### src/rtl/wdog_keyed_pkg.sv
package wdog_keyed_pkg;

  typedef enum logic [1:0] {
    WD_IDLE = 2'd0,
    WD_RUN  = 2'd1,
    WD_FIRE = 2'd2
  } wd_state_e;

  typedef struct packed {
    logic hi;
    logic lo;
    logic clr;
    logic other;
  } wd_wr_s;

endpackage

### src/rtl/wdog_reload_regs.sv
module wdog_reload_regs #(
  parameter int unsigned HALF_W = 16,
  localparam int unsigned RELOAD_W = 2 * HALF_W
) (
  input  logic                clk,
  input  logic                rst_n,
  input  logic                wr_hi,
  input  logic                wr_lo,
  input  logic [HALF_W-1:0]   wdata,
  input  logic                wipe,
  output logic [RELOAD_W-1:0] reload_o
);

  function automatic logic [RELOAD_W-1:0] join_halves(
    input logic [HALF_W-1:0] upper,
    input logic [HALF_W-1:0] lower
  );
    return {upper, lower};
  endfunction

  logic [HALF_W-1:0]   stage_q;
  logic [RELOAD_W-1:0] reload_q;

  always_ff @(posedge clk or negedge rst_n) begin
    if (!rst_n) begin
      stage_q  <= '0;
      reload_q <= '0;
    end else if (wipe) begin
      stage_q  <= '0;
      reload_q <= '0;
    end else begin
      if (wr_hi) stage_q  <= wdata;
      if (wr_lo) reload_q <= join_halves(stage_q, wdata);
    end
  end

  assign reload_o = reload_q;

endmodule

### src/rtl/wdog_feed_seq.sv
module wdog_feed_seq #(
  parameter int unsigned HALF_W = 16,
  parameter logic [HALF_W-1:0] KEY_FIRST  = 'hF01E,
  parameter logic [HALF_W-1:0] KEY_SECOND = 'h0FE1
) (
  input  logic              clk,
  input  logic              rst_n,
  input  logic              wr_clr,
  input  logic              wr_other,
  input  logic [HALF_W-1:0] wdata,
  input  logic              wipe,
  output logic              feed_o
);

  logic armed_q;
  logic is_first;
  logic is_second;

  assign is_first  = (wdata == KEY_FIRST);
  assign is_second = (wdata == KEY_SECOND);
  assign feed_o    = wr_clr && is_second && armed_q;

  always_ff @(posedge clk or negedge rst_n) begin
    if (!rst_n) begin
      armed_q <= 1'b0;
    end else if (wipe || wr_other) begin
      armed_q <= 1'b0;
    end else if (wr_clr) begin
      armed_q <= is_first;
    end
  end

endmodule

### src/rtl/wdog_timer.sv
module wdog_timer
  import wdog_keyed_pkg::*;
#(
  parameter int unsigned RELOAD_W  = 32,
  parameter int unsigned PULSE_CYC = 16,
  localparam int unsigned PULSE_W  = $clog2(PULSE_CYC + 1)
) (
  input  logic                clk,
  input  logic                rst_n,
  input  logic                feed,
  input  logic [RELOAD_W-1:0] reload,
  output logic                timeout_o,
  output logic                firing_o,
  output logic                fire_done_o
);

  function automatic logic [RELOAD_W-1:0] count_down(input logic [RELOAD_W-1:0] c);
    return c - RELOAD_W'(1);
  endfunction

  wd_state_e           state_q;
  logic [RELOAD_W-1:0] cnt_q;
  logic [PULSE_W-1:0]  pulse_q;

  assign timeout_o   = (state_q == WD_RUN) && (cnt_q == '0) && !feed;
  assign fire_done_o = (state_q == WD_FIRE) && (pulse_q == PULSE_W'(PULSE_CYC - 1));
  assign firing_o    = (state_q == WD_FIRE);

  always_ff @(posedge clk or negedge rst_n) begin
    if (!rst_n) begin
      state_q <= WD_IDLE;
      cnt_q   <= '0;
      pulse_q <= '0;
    end else begin
      case (state_q)
        WD_FIRE: begin
          if (fire_done_o) begin
            state_q <= WD_IDLE;
            pulse_q <= '0;
          end else begin
            pulse_q <= pulse_q + PULSE_W'(1);
          end
        end
        default: begin
          if (feed) begin
            state_q <= WD_RUN;
            cnt_q   <= reload;
          end else if (timeout_o) begin
            state_q <= WD_FIRE;
            pulse_q <= '0;
          end else if (state_q == WD_RUN) begin
            cnt_q <= count_down(cnt_q);
          end
        end
      endcase
    end
  end

endmodule

### src/rtl/wdog_keyed.sv
module wdog_keyed
  import wdog_keyed_pkg::*;
#(
  parameter int unsigned HALF_W    = 16,
  parameter int unsigned ADDR_W    = 4,
  parameter int unsigned OFS_HI    = 0,
  parameter int unsigned OFS_LO    = 2,
  parameter int unsigned OFS_CLR   = 8,
  parameter logic [HALF_W-1:0] KEY_FIRST  = 'hF01E,
  parameter logic [HALF_W-1:0] KEY_SECOND = 'h0FE1,
  parameter int unsigned PULSE_CYC = 16
) (
  input  logic              clk,
  input  logic              rst_n,
  input  logic [ADDR_W-1:0] bus_addr,
  input  logic              bus_wr,
  input  logic [HALF_W-1:0] bus_wdata,
  output logic              sys_rst_o,
  output logic              bus_rst_o
);

  localparam int unsigned RELOAD_W = 2 * HALF_W;

  logic                wr_ok;
  wd_wr_s              wr_dec;
  logic                feed_ok;
  logic                timeout_hit;
  logic                fire_done;
  logic                firing;
  logic [RELOAD_W-1:0] reload_val;

  assign wr_ok        = bus_wr && !firing;
  assign wr_dec.hi    = wr_ok && (bus_addr == ADDR_W'(OFS_HI));
  assign wr_dec.lo    = wr_ok && (bus_addr == ADDR_W'(OFS_LO));
  assign wr_dec.clr   = wr_ok && (bus_addr == ADDR_W'(OFS_CLR));
  assign wr_dec.other = wr_ok && (bus_addr != ADDR_W'(OFS_CLR));

  wdog_reload_regs #(.HALF_W(HALF_W)) regs_i (
    .clk      (clk),
    .rst_n    (rst_n),
    .wr_hi    (wr_dec.hi),
    .wr_lo    (wr_dec.lo),
    .wdata    (bus_wdata),
    .wipe     (fire_done),
    .reload_o (reload_val)
  );

  wdog_feed_seq #(
    .HALF_W     (HALF_W),
    .KEY_FIRST  (KEY_FIRST),
    .KEY_SECOND (KEY_SECOND)
  ) feed_i (
    .clk      (clk),
    .rst_n    (rst_n),
    .wr_clr   (wr_dec.clr),
    .wr_other (wr_dec.other),
    .wdata    (bus_wdata),
    .wipe     (fire_done),
    .feed_o   (feed_ok)
  );

  wdog_timer #(
    .RELOAD_W  (RELOAD_W),
    .PULSE_CYC (PULSE_CYC)
  ) timer_i (
    .clk         (clk),
    .rst_n       (rst_n),
    .feed        (feed_ok),
    .reload      (reload_val),
    .timeout_o   (timeout_hit),
    .firing_o    (firing),
    .fire_done_o (fire_done)
  );

  assign sys_rst_o = firing;
  assign bus_rst_o = firing;

endmodule

### config.mk
export PLATFORM = sky130hd
export DESIGN_NAME = wdog_keyed
export DESIGN_NICKNAME = d
export VERILOG_FILES = /design/src/rtl/wdog_keyed_pkg.sv /design/src/rtl/wdog_reload_regs.sv /design/src/rtl/wdog_feed_seq.sv /design/src/rtl/wdog_timer.sv /design/src/rtl/wdog_keyed.sv
export SDC_FILE = /design/constraint.sdc
export NUM_CORES = 1
export LEC_CHECK = 0
export BUFFER_PORTS_ARGS = -buffer_cell sky130_fd_sc_hd__buf_2
export CORE_MARGIN = 4
export CORE_UTILIZATION = 55
export CTS_BUF_LIST = sky130_fd_sc_hd__clkbuf_2 sky130_fd_sc_hd__clkbuf_4 sky130_fd_sc_hd__clkbuf_8
export CTS_CLUSTER_DIAMETER = 150
export DETAILED_ROUTE_END_ITERATION = 16
export HOLD_SLACK_MARGIN = 0.05
export PLACE_DENSITY = 0.73
export SYNTH_ARGS = -nofsm -noshare
export SYNTH_HDL_FRONTEND = slang
export SYNTH_HIERARCHICAL = 1
export SYNTH_SLANG_ARGS = --single-unit
### constraint.sdc
create_clock -name clk -period 3.5 [get_ports clk]
set_input_delay 0.35 -clock clk [delete_from_list [all_inputs] [get_ports clk]]
set_output_delay 0.35 -clock clk [all_outputs]
set_load 0.05 [all_outputs]
Yosys cells after proc, flatten, opt, wreduce, memory -nomap -nowiden
Cells that the tools add are included.
{"block": "totals", "ramBits": 0, "n_memories": 0, "output_inout_bits": 2, "register_bits": 88, "in_bits": 23, "mem_bits_ro": 0, "latchBits": 0}
{"block": "op_classes", "n_bitwise": 1, "n_lt_le_gt_ge": 0, "shift": 0, "n_addsub": 2, "mux": 17, "reduce_logical": 24, "n_mul": 0, "eq_ne": 11, "div_mod_pow": 0}
{"operator": "32-bit two-way mux", "n": 5}
{"operator": "32-bit zero test", "n": 1}
{"operator": "16-bit two-way mux", "n": 2}
{"operator": "32-bit by 1-bit subtractor with 32-bit output (second input constant)", "n": 1}
{"operator": "5-bit two-way mux", "n": 4}
{"operator": "16-bit by 12-bit == test with 1-bit output (second input constant)", "n": 1}
{"operator": "16-bit == test (second input constant)", "n": 1}
{"operator": "1-bit logical AND", "n": 10}
{"operator": "2-bit nonzero test", "n": 5}
{"operator": "2-bit two-way mux", "n": 4}
{"operator": "5-bit by 1-bit adder with 5-bit output (second input constant)", "n": 1}
{"operator": "5-bit by 4-bit == test with 1-bit output (second input constant)", "n": 1}
{"operator": "4-bit by 2-bit == test with 1-bit output (second input constant)", "n": 1}
{"operator": "4-bit == test (second input constant)", "n": 1}
{"operator": "4-bit zero test", "n": 1}
{"operator": "2-bit by 1-bit inequality test with 1-bit output (second input constant)", "n": 2}
{"operator": "4-bit inequality test (second input constant)", "n": 1}
{"operator": "2-bit AND reduction", "n": 2}
{"operator": "3-bit AND reduction", "n": 1}
{"operator": "3-bit nonzero test", "n": 1}
{"operator": "2-bit by 1-bit == test with 1-bit output (second input constant)", "n": 1}
{"operator": "2-bit == test (second input constant)", "n": 1}
{"operator": "1-bit zero test", "n": 2}
{"operator": "1-bit two-way mux", "n": 2}
{"operator": "other kinds (3)", "n": 3}

Longest topological paths before layout
Gate-level depths: netlist of the first run.
{"block": "logic_depth", "word_depth": 11, "mapped_depth": 12, "depth_no_buf": 10}

Cells and area by module
The synthesis of the first run kept the hierarchy.
{"mod": "wdog_timer", "area_per_inst_um2": 2658.8, "cells_each": 314, "instances": 1}
{"mod": "wdog_reload_regs", "area_per_inst_um2": 1986.9, "cells_each": 155, "instances": 1}
{"mod": "wdog_feed_seq", "area_per_inst_um2": 153.9, "cells_each": 14, "instances": 1}
{"mod": "wdog_keyed", "area_per_inst_um2": 60.1, "cells_each": 8, "instances": 1}

Least setup slack after synthesis of the first run
Ideal clock, no wire load.
{"block": "synth_path", "path_type": "flip-flop to flip-flop", "startpoint": "register timer_i.state_q[0]", "endpoint": "register timer_i.cnt_q[3]", "stages_incl_launch_ff": 12, "arrival_time_ps": 2883, "path_slack_ps": 513, "setup_time_ps": 104, "synth_period_minus_slack_ps": 2987, "required_ps": 3396, "path_cell_list": "dfrtp_1 -> nand2b_1 -> inv_1 -> buf_6 -> and4b_1 -> or4bb_1 -> nor4_2 -> buf_4 -> inv_1 -> o21ai_1 -> nand2_1 -> a221oi_1"}
{"element": "from (decl)", "line": "wdog_timer.sv:21", "rtl": "wd_state_e state_q;"}
{"element": "from (signal assigned)", "line": "wdog_timer.sv:31", "rtl": "state_q <= WD_IDLE;"}
{"element": "from (signal assigned)", "line": "wdog_timer.sv:38", "rtl": "state_q <= WD_IDLE;"}
{"element": "from (signal assigned)", "line": "wdog_timer.sv:46", "rtl": "state_q <= WD_RUN;"}
{"element": "to (signal assigned)", "line": "wdog_timer.sv:47", "rtl": "cnt_q <= reload;"}
{"element": "to (signal assigned)", "line": "wdog_timer.sv:52", "rtl": "cnt_q <= count_down(cnt_q);"}
{"element": "to (decl)", "line": "wdog_timer.sv:22", "rtl": "logic [RELOAD_W-1:0] cnt_q;"}

==> results of run 1 <==
## state kept, by name, summed over array words and instances, names as in the netlist
name             cells
feed_i/armed_q       1
regs_i/stage_q      16
timer_i/cnt_q       32
timer_i/state_q      2
regs_i/reload_o     32
timer_i/pulse_q      5
## cell type report
type | instances | area [um^2] | share of cell area, %
Multi-Input combinational cell | 366 | 2430 | 46.5
Clock inverter | 7 | 75.1 | 1.44
Sequential cell | 88 | 2200 | 42.2
Inverter | 7 | 26.3 | 0.504
Timing Repair Buffer | 37 | 226 | 4.34
Tap cell | 108 | 135 | 2.59
Clock buffer | 9 | 124 | 2.37
## worst max-delay path, delay by kind of cell (launching register included)
kind | cells | cell delay [ns]
AO/OA/AOI/OAI | 2 | 0.56
buffers and inverters | 2 | 0.41
AND/OR/NAND/NOR | 6 | 1.69
flip-flops | 1 | 0.42
## stage by stage
step / setup slack [ns] / cell area, um^2 / total power [mW]
2_1_floorplan: 0.513 / 4850 / 1.35
3_3_place_gp: 0.216 / 5000 / 1.44
3_5_place_dp: 0.111 / 5000 / 1.46
4_1_cts: 0.208 / 5210 / 2.17
5_1_grt: 0.0582 / 5220 / 2.26
6_report: 0.301 / 5220 / 2.17
## worst paths after layout
| path | from | to | slack [ns] | cells past startpoint |
|---|---|---|---|---|
| worst max-delay path | timer_i/state_q[0] | timer_i/cnt_q[3] | 0.30 | 10 |
| worst min-delay path | bus_wdata[15] | regs_i/stage_q[15] | 0.27 | 3 |
| worst max register to register | timer_i/state_q[0] | timer_i/cnt_q[3] | 0.30 | 10 |
| worst min register to register | timer_i/pulse_q[4] | timer_i/pulse_q[4] | 0.53 | 2 |
| max in group asynchronous | rst_n | regs_i/reload_o[16] | 2.25 | 3 |
| min in group asynchronous | rst_n | timer_i/cnt_q[29] | 0.39 | 2 |
## metal layers
layer / part of all wire, % / wire length [um]
met2: 46 / 5750
met4: 1.4 / 177
met5: 0 / 0
met3: 6.4 / 796
met1: 46 / 5780
## power by group
| part | leakage, nW | total (mW) | switching, mW | internal, mW |
|---|---|---|---|---|
| Sequential | 1.11 | 1.25 | 0.107 | 1.15 |
| Clock | 0.0981 | 0.717 | 0.436 | 0.281 |
| Combinational | 0.999 | 0.199 | 0.113 | 0.0858 |
| Total | 2.21 | 2.17 | 0.656 | 1.51 |
## layout by cell type, fill, tap and decap left out, types with 3 or more instances in the layout
master     n
nand2b_1   4
o31a_1     3
buf_2     23
nand3_1   15
o22ai_1    4
o211a_1    5
nor4_1     9
nor2_1    86
nor3_1    15
nand2_1   29
nand4b_1   3
or3_1      5
and4_1     4
o31ai_1    3
dfrtp_1   88
nand4_1    8
o21ai_1    3
o22a_1     4
a211oi_1   3
inv_1      7
o211ai_1   4
or4_1      6
buf_4     12
a31oi_1    9
mux2i_1   51
a221oi_1   3
or2_2      3
clkbuf_8   9
o21ai_0   17
o221a_2    3
inv_8      3
a21oi_1   13
## repair_timing
item                       4_1_cts  5_1_grt
gates resized for setup          0        1
hold buffers                     1        0
setup endpoints to repair        0        2
hold endpoints to repair        18        0
==> impl_metrics.tcl, run 1 <==
set metrics [dict create \
    status "completed" \
    maxCapViolCount 0 \
    p_per_area_mw_per_mm2 416 \
    use_met1_pct 37.7 \
    cts_root_buf "clkbuf_8" \
    met3_usage_pct 4.16 \
    synth_area_mm2 0.00485 \
    fin_nets 534 \
    max_stage_delay_ns 0.46 \
    drt_iter0_drc 381 \
    cts_tree "built" \
    clk_pin_slew_ns 0.10 \
    cp_max_fo 42 \
    drive_above_1_share_pct 15.2 \
    hold_viol 0 \
    ios 25 \
    grt_max_degree 50 \
    finalCritPeriodShare_pct 91.4 \
    final_cell_count_no_fill 622 \
    placedCellCount 605 \
    max_freq_mhz 313 \
    grt.busiest_layer "met2" \
    synth.avg_cell_area_um2 9.90 \
    cp_slowest_cell "or4bb_1" \
    p_leak_nw 2.21 \
    antenna_cells 0 \
    slew_viol_final 0 \
    n_fill_cell 753 \
    gr-total-overflow 0 \
    numCtsBuffers 9 \
    post_cts_buffers 0 \
    areaGrowthSynthToFinish_pct 7.48 \
    fin_setup_tns_ns 0 \
    rsz0062_at_grt "false" \
    routed_wl_um 12500 \
    clock_latency_ns 0.37 \
    holdWs_ns 0.274 \
    viasPerCell 6.44 \
    first_global_vias 3834 \
    slew-limit-headroom_pct 30.7 \
    dieArea_mm2 0.0104 \
    gp_congestion 1.00 \
    fin_skew_ns 0.00811 \
    syn_nets 515 \
    fp-row-count 34 \
    cts_num_sinks 88 \
    grt_pass1_wl_um 20300 \
    drtAntennaViolNets 0 \
    startpoint_type "flop" \
    coreArea_mm2 0.00864 \
    end_kind "flop" \
    critPathRequiredTime_ns 3.78 \
    path_cells "nand2b_1 > inv_1 > and4b_1 > or4bb_1 > nor4_4 > buf_6 > a211oi_2 > nand4_1 > nand2_1 > a221oi_1" \
    dieHeight_um 102 \
    setup_violations 0 \
    num_vias 4007 \
    numPortBuffers 24 \
    drt_pass1_iterations 5 \
    crit_type "reg2reg" \
    finalCriticalPeriod_ns 3.20 \
    synth_cells 490 \
    wl_per_cell_um 20.1 \
    hold_path.class "in2reg" \
    htree_levels 3 \
    met2_usage_pct 38.5 \
    irDropWorstVdd_v 0.000265 \
    clock_path_buffers 2 \
    critPathArrivalTime_ns 3.48 \
    worstMarginPinSlew_ns 1.04 \
    dp_hpwl_um 8660 \
    ys_warn_count 6 \
    die_x_um 102 \
    track_usage_pct 25.4 \
    start_util_pct 56.2 \
    final_util_pct 60.4 \
    antenna_found_initial 0 \
    drcViolationCount 0 \
]
No activity file was read; power rests on OpenSTA's default activity.
==> run 2: changes to the inputs <==
Settings changed: PLACE_DENSITY 0.73 to 0.84.
==> run 2 against run 1 <==
- non-clock buffer count grew 1
- setup slack gained 0.057 ns
- critical path depth shrank 1
- global-route usage shrank 0.34 points
- largest power group unchanged
==> impl_metrics.tcl, run 2 (same netlist as run 1, synthesis figures left out) <==
set metrics [dict create \
    status "completed" \
    critPathRequiredTime_ns 3.73 \
    cts_num_sinks 88 \
    cts_root_buf "clkbuf_8" \
    worstMarginPinSlew_ns 1.12 \
    cp_max_fo 20 \
    p_int_mw 1.66 \
    power_switching_share_pct 27.1 \
    routed_wl_um 12700 \
    maxCapViolCount 0 \
    grt_pass1_wl_um 20500 \
    dieHeight_um 102 \
    grt_max_degree 89 \
    drive_above_1_share_pct 15.5 \
    p_leak_nw 2.24 \
    gr-total-overflow 0 \
    max_freq_mhz 318 \
    drt_iter0_drc 541 \
    slew_viol_final 0 \
    numPortBuffers 24 \
    fin_setup_tns_ns 0 \
    seqPwrFrac_pct 54.6 \
    finalCritPeriodShare_pct 89.8 \
    irDropWorstVdd_v 0.000347 \
    clock_latency_ns 0.36 \
    ios 25 \
    num_vias 4226 \
    track_usage_pct 25.1 \
    hold_path.class "in2async" \
    cts_hold_buf 0 \
    crit_type "reg2reg" \
    route.met2.wl_um 5830 \
    fin_skew_ns 0.0105 \
    antenna_found_initial 0 \
    combPwrFrac_pct 8.7 \
    dp_slack_ns 0.411 \
    start_util_pct 56.2 \
    end_kind "flop" \
    first_global_vias 4008 \
    path_cells "nand2b_1 > inv_1 > and4b_1 > or4bb_1 > nor4_4 > buf_4 > nand2_1 > o21ai_0 > o31ai_1" \
    hold_viol 0 \
    regArea_mm2 0.00220 \
    cp_slowest_cell "or4bb_1" \
    clock_path_buffers 2 \
    rsz0062_at_grt "false" \
    placed_area_mm2 0.00502 \
    gp_congestion 0.974 \
    clkPwrFrac_pct 36.7 \
    max_stage_delay_ns 0.46 \
    post_cts_buffers 0 \
    dieArea_mm2 0.0104 \
    final_common_cell "dfrtp_1" \
    drtAntennaViolNets 0 \
    multiInputGateArea_mm2 0.00243 \
    worst_slack_ns 0.357 \
    final_util_pct 60.8 \
    areaGrowthSynthToFinish_pct 8.25 \
    die_x_um 102 \
    drt_pass1_iterations 5 \
    clk_pin_slew_ns 0.10 \
    n_fill_cell 685 \
    coreArea_mm2 0.00864 \
    wl_per_cell_um 20.4 \
    finalCriticalPeriod_ns 3.14 \
    r2r_slack_ns 0.36 \
    critPathArrivalTime_ns 3.37 \
    htree_levels 3 \
    fin_area_mm2 0.00525 \
    slew-limit-headroom_pct 25.1 \
    fp-row-count 34 \
    drcViolationCount 0 \
    layout_common_cells "dfrtp_1 (88), nor2_1 (86), mux2i_1 (51)" \
    cts_tree "built" \
    antenna_cells 0 \
    route.met3.wl_um 857 \
    met1_length_um 5740 \
    post_cts_resized 0 \
    p_per_area_mw_per_mm2 434 \
    dp_hpwl_um 8510 \
    startpoint_type "flop" \
    viasPerCell 6.78 \
    power.switching_uw 617 \
    setup_violations 0 \
    fin_nets 535 \
    dr.max_layer_used "met4" \
    numCtsBuffers 9 \
]
[run 2: metrics by stage]
| stage | power (mW) | hold WS [ns] | std cells |
|---|---|---|---|
| final | 2.28 | 0.184 | 623 |
| after detailed placement | 1.45 | 0.504 | 607 |
| after global placement | 1.44 | 0.489 | 607 |
| after floorplan | 1.35 | 0.0544 | 490 |
| after CTS | 2.28 | 0.239 | 623 |
| after global routing | 2.37 | 0.266 | 623 |
[run 2: worst paths after layout]
kind	startpoint	end	cells past startpoint
setup / recovery	timer_i/state_q[0]	timer_i/cnt_q[7]	9
hold / removal	rst_n	timer_i/cnt_q[29]	1
setup reg to reg	timer_i/state_q[0]	timer_i/cnt_q[7]	9
hold reg to reg	timer_i/pulse_q[4]	timer_i/pulse_q[4]	2
max in group asynchronous	rst_n	timer_i/cnt_q[18]	1
min in group clk	bus_wdata[13]	regs_i/reload_o[13]	3
[run 2: routing by layer]
metal | global-route usage (%) | vias to the layer above
met2 | 39.2 | 259
met4 | 10.3 | 0
met5 | 0 | -
met3 | 3.55 | 26
met1 | 35.4 | 2079
li1 | - | 1862
[run 2: power groups by stage]
stage / combinational (mW) / clock, mW / sequential, mW
3_3_place_gp: 0.181 / 0 / 1.26
5_1_grt: 0.225 / 0.885 / 1.26
6_report: 0.199 / 0.836 / 1.25
2_1_floorplan: 0.133 / 0 / 1.21
4_1_cts: 0.199 / 0.838 / 1.24
3_5_place_dp: 0.197 / 0 / 1.26
[run 2: layout make-up]
cell class	instances	share of cell area (%)
multi-input combinational	366	46.2
sequential	88	41.9
timing repair buffer	38	4.33
clock buffer	10	2.62
tap	108	2.57
clock inverter	6	1.86
inverter	7	0.500
[run 2: worst max-delay path: cells and delay by family (launching register included)]
family          cells  cell delay [ns]
compound gates      2             0.55
flops               1             0.42
buf+inv             2             0.39
simple gates        5             1.64
==> run 3: changes to the inputs <==
--- a/config.mk
+++ b/config.mk
@@ -7,11 +7,14 @@
 export LEC_CHECK = 0
 export BUFFER_PORTS_ARGS = -buffer_cell sky130_fd_sc_hd__buf_2
+export CAP_MARGIN = 20
+export CELL_PAD_IN_SITES_DETAIL_PLACEMENT = 1
+export CELL_PAD_IN_SITES_GLOBAL_PLACEMENT = 2
 export CORE_MARGIN = 4
-export CORE_UTILIZATION = 55
+export CORE_UTILIZATION = 41
 export CTS_BUF_LIST = sky130_fd_sc_hd__clkbuf_2 sky130_fd_sc_hd__clkbuf_4 sky130_fd_sc_hd__clkbuf_8
 export CTS_CLUSTER_DIAMETER = 150
 export DETAILED_ROUTE_END_ITERATION = 16
 export HOLD_SLACK_MARGIN = 0.05
-export PLACE_DENSITY = 0.84
+export PLACE_DENSITY = 0.92
 export SYNTH_ARGS = -nofsm -noshare
 export SYNTH_HDL_FRONTEND = slang
==> constraint.sdc (replaced) <==
create_clock -name clk -period 3.5 [get_ports clk]
set_input_delay 0.525 -clock clk [delete_from_list [all_inputs] [get_ports clk]]
set_output_delay 0.525 -clock clk [all_outputs]
set_load 0.05 [all_outputs]
==> run 3 against run 2 <==
- register-to-register slack better by 0.03 ns
- count of clock-buffer cells in the layout up 1
- sequential cell count unchanged
- hold slack better by 0.055 ns
- fmax up 0.94%
- critical path type unchanged
- design area up 0.38%
- combinational power up 3%
- global-route usage down 2.7 points
==> impl_metrics.tcl, run 3 (same netlist as run 1, synthesis figures left out) <==
set metrics [dict create \
    antenna_found_initial 0 \
    numCtsBuffers 9 \
    die_x_um 117 \
    end_kind "flop" \
    post_cts_buffers 0 \
    hold_viol 0 \
    p_per_area_mw_per_mm2 407 \
    htree_levels 3 \
    cts_root_buf "clkbuf_8" \
    numPortBuffers 24 \
    r2r_start "timer_i/cnt_q[10]" \
    fp-row-count 39 \
    multiInputGateArea_mm2 0.00243 \
    final_cell_count_no_fill 660 \
    finalCritPeriodShare_pct 88.9 \
    grt_pass1_wl_um 23400 \
    hold_path.class "in2async" \
    drt_iter0_drc 261 \
    drt_pass1_iterations 5 \
    max_freq_mhz 321 \
    dp_slack_ns 0.166 \
    dp_hpwl_um 10100 \
    n_fill_cell 1323 \
    cp_slowest_cell "nor3_2" \
    final_util_pct 45.8 \
    cts_tree "built" \
    grt_max_degree 63 \
    areaGrowthSynthToFinish_pct 8.66 \
    slew_viol_final 0 \
    reg2reg_to "timer_i/cnt_q[11]" \
    ios 25 \
    max_stage_delay_ns 0.69 \
    first_global_vias 4248 \
    path_cells "nor4_1 > nand4b_1 > nor3_2 > a21oi_2 > o221a_1" \
    cts_num_sinks 88 \
    dieArea_mm2 0.0136 \
    wl_per_cell_um 21.7 \
    drtAntennaViolNets 0 \
    critPathRequiredTime_ns 3.77 \
    clock_path_buffers 2 \
    regArea_mm2 0.00220 \
    maxCapViolCount 0 \
    fin_area_mm2 0.00527 \
    p_int_mw 1.52 \
    gp_congestion 0.900 \
    clock_latency_ns 0.38 \
    drive_above_1_share_pct 15.9 \
    placed_area_mm2 0.00509 \
    start_util_pct 42.1 \
    clk_pin_slew_ns 0.10 \
    coreArea_mm2 0.0115 \
    rsz0062_at_grt "false" \
    fin_setup_tns_ns 0 \
    layout_common_cells "dfrtp_1 (88), nor2_1 (86), mux2i_1 (51)" \
    dieHeight_um 117 \
    finalCriticalPeriod_ns 3.11 \
    r2r_cells 5 \
    slew-limit-headroom_pct 40.5 \
    combPwrFrac_pct 9.5 \
    viasPerCell 6.27 \
    fin_nets 537 \
    irDropWorstVdd_v 0.000243 \
    track_usage_pct 22.4 \
    critPathArrivalTime_ns 3.38 \
    worst_slack_ns 0.387 \
    cts_hold_buf 0 \
    r2r_slack_ns 0.39 \
    setup_violations 0 \
    post_cts_resized 0 \
    power_switching_share_pct 29.0 \
    routed_wl_um 14400 \
    placedCellCount 644 \
    clkPwrFrac_pct 32.1 \
    fin_skew_ns 0.0124 \
    drcViolationCount 0 \
    num_vias 4137 \
    cp_max_fo 9 \
    startpoint_type "flop" \
    worstMarginPinSlew_ns 0.889 \
    gr-total-overflow 0 \
    crit_type "reg2reg" \
    seqPwrFrac_pct 58.5 \
    power.switching_uw 622 \
    p_leak_nw 2.23 \
    antenna_cells 0 \
    status "completed" \
    final_common_cell "dfrtp_1" \
]
[run 3: area by class of cell]
class,instances,share of cell area (%)
tap,143,3.39
clock inverter,5,0.735
clock buffer,11,2.75
sequential,88,41.8
timing repair buffer,40,4.84
multi-input combinational,366,46.0
inverter,7,0.498
[run 3: routing by layer]
layer  vias to the layer above  part of all wire [%]  track usage (%)
li1                       1873                     -                -
met1                      2092                    45             31.4
met2                       142                    46             34.9
met3                        30                   5.9             3.75
met4                         0                   2.5             8.64
met5                         -                     0                0
[run 3: power groups by stage]
| stage | Sequential, mW | Clock, mW | Combinational (mW) |
|---|---|---|---|
| 3_3_place_gp | 1.26 | 0 | 0.186 |
| 5_1_grt | 1.27 | 0.750 | 0.237 |
| 4_1_cts | 1.25 | 0.701 | 0.207 |
| 3_5_place_dp | 1.27 | 0 | 0.205 |
| 6_report | 1.25 | 0.687 | 0.204 |
| 2_1_floorplan | 1.21 | 0 | 0.133 |
[run 3: worst max-delay path by stage]
stage | slack (ns) | start | depth (start not counted) | to
3_5_place_dp | 0.17 | bus_addr[2] | 10 | timer_i/cnt_q[3]
3_3_place_gp | 0.33 | bus_addr[2] | 10 | timer_i/cnt_q[3]
5_1_grt | 0.26 | timer_i/state_q[0] | 10 | timer_i/cnt_q[3]
2_1_floorplan | 0.51 | timer_i/state_q[0] | 11 | timer_i/cnt_q[3]
4_1_cts | 0.42 | timer_i/state_q[0] | 10 | timer_i/cnt_q[3]
6_report | 0.39 | timer_i/cnt_q[10] | 5 | timer_i/cnt_q[11]
[run 3: worst max-delay path, delay by kind of cell (launching register included)]
kind / cells / cell delay, ns
compound gates: 2 / 0.69
simple gates: 3 / 1.86
flops: 1 / 0.46
[run 3: metrics by stage]
step	hold slack, ns	power, mW
4_1_cts	0.267	2.16
6_report	0.239	2.14
3_5_place_dp	0.499	1.47
3_3_place_gp	0.477	1.45
5_1_grt	0.292	2.26
2_1_floorplan	0.229	1.35
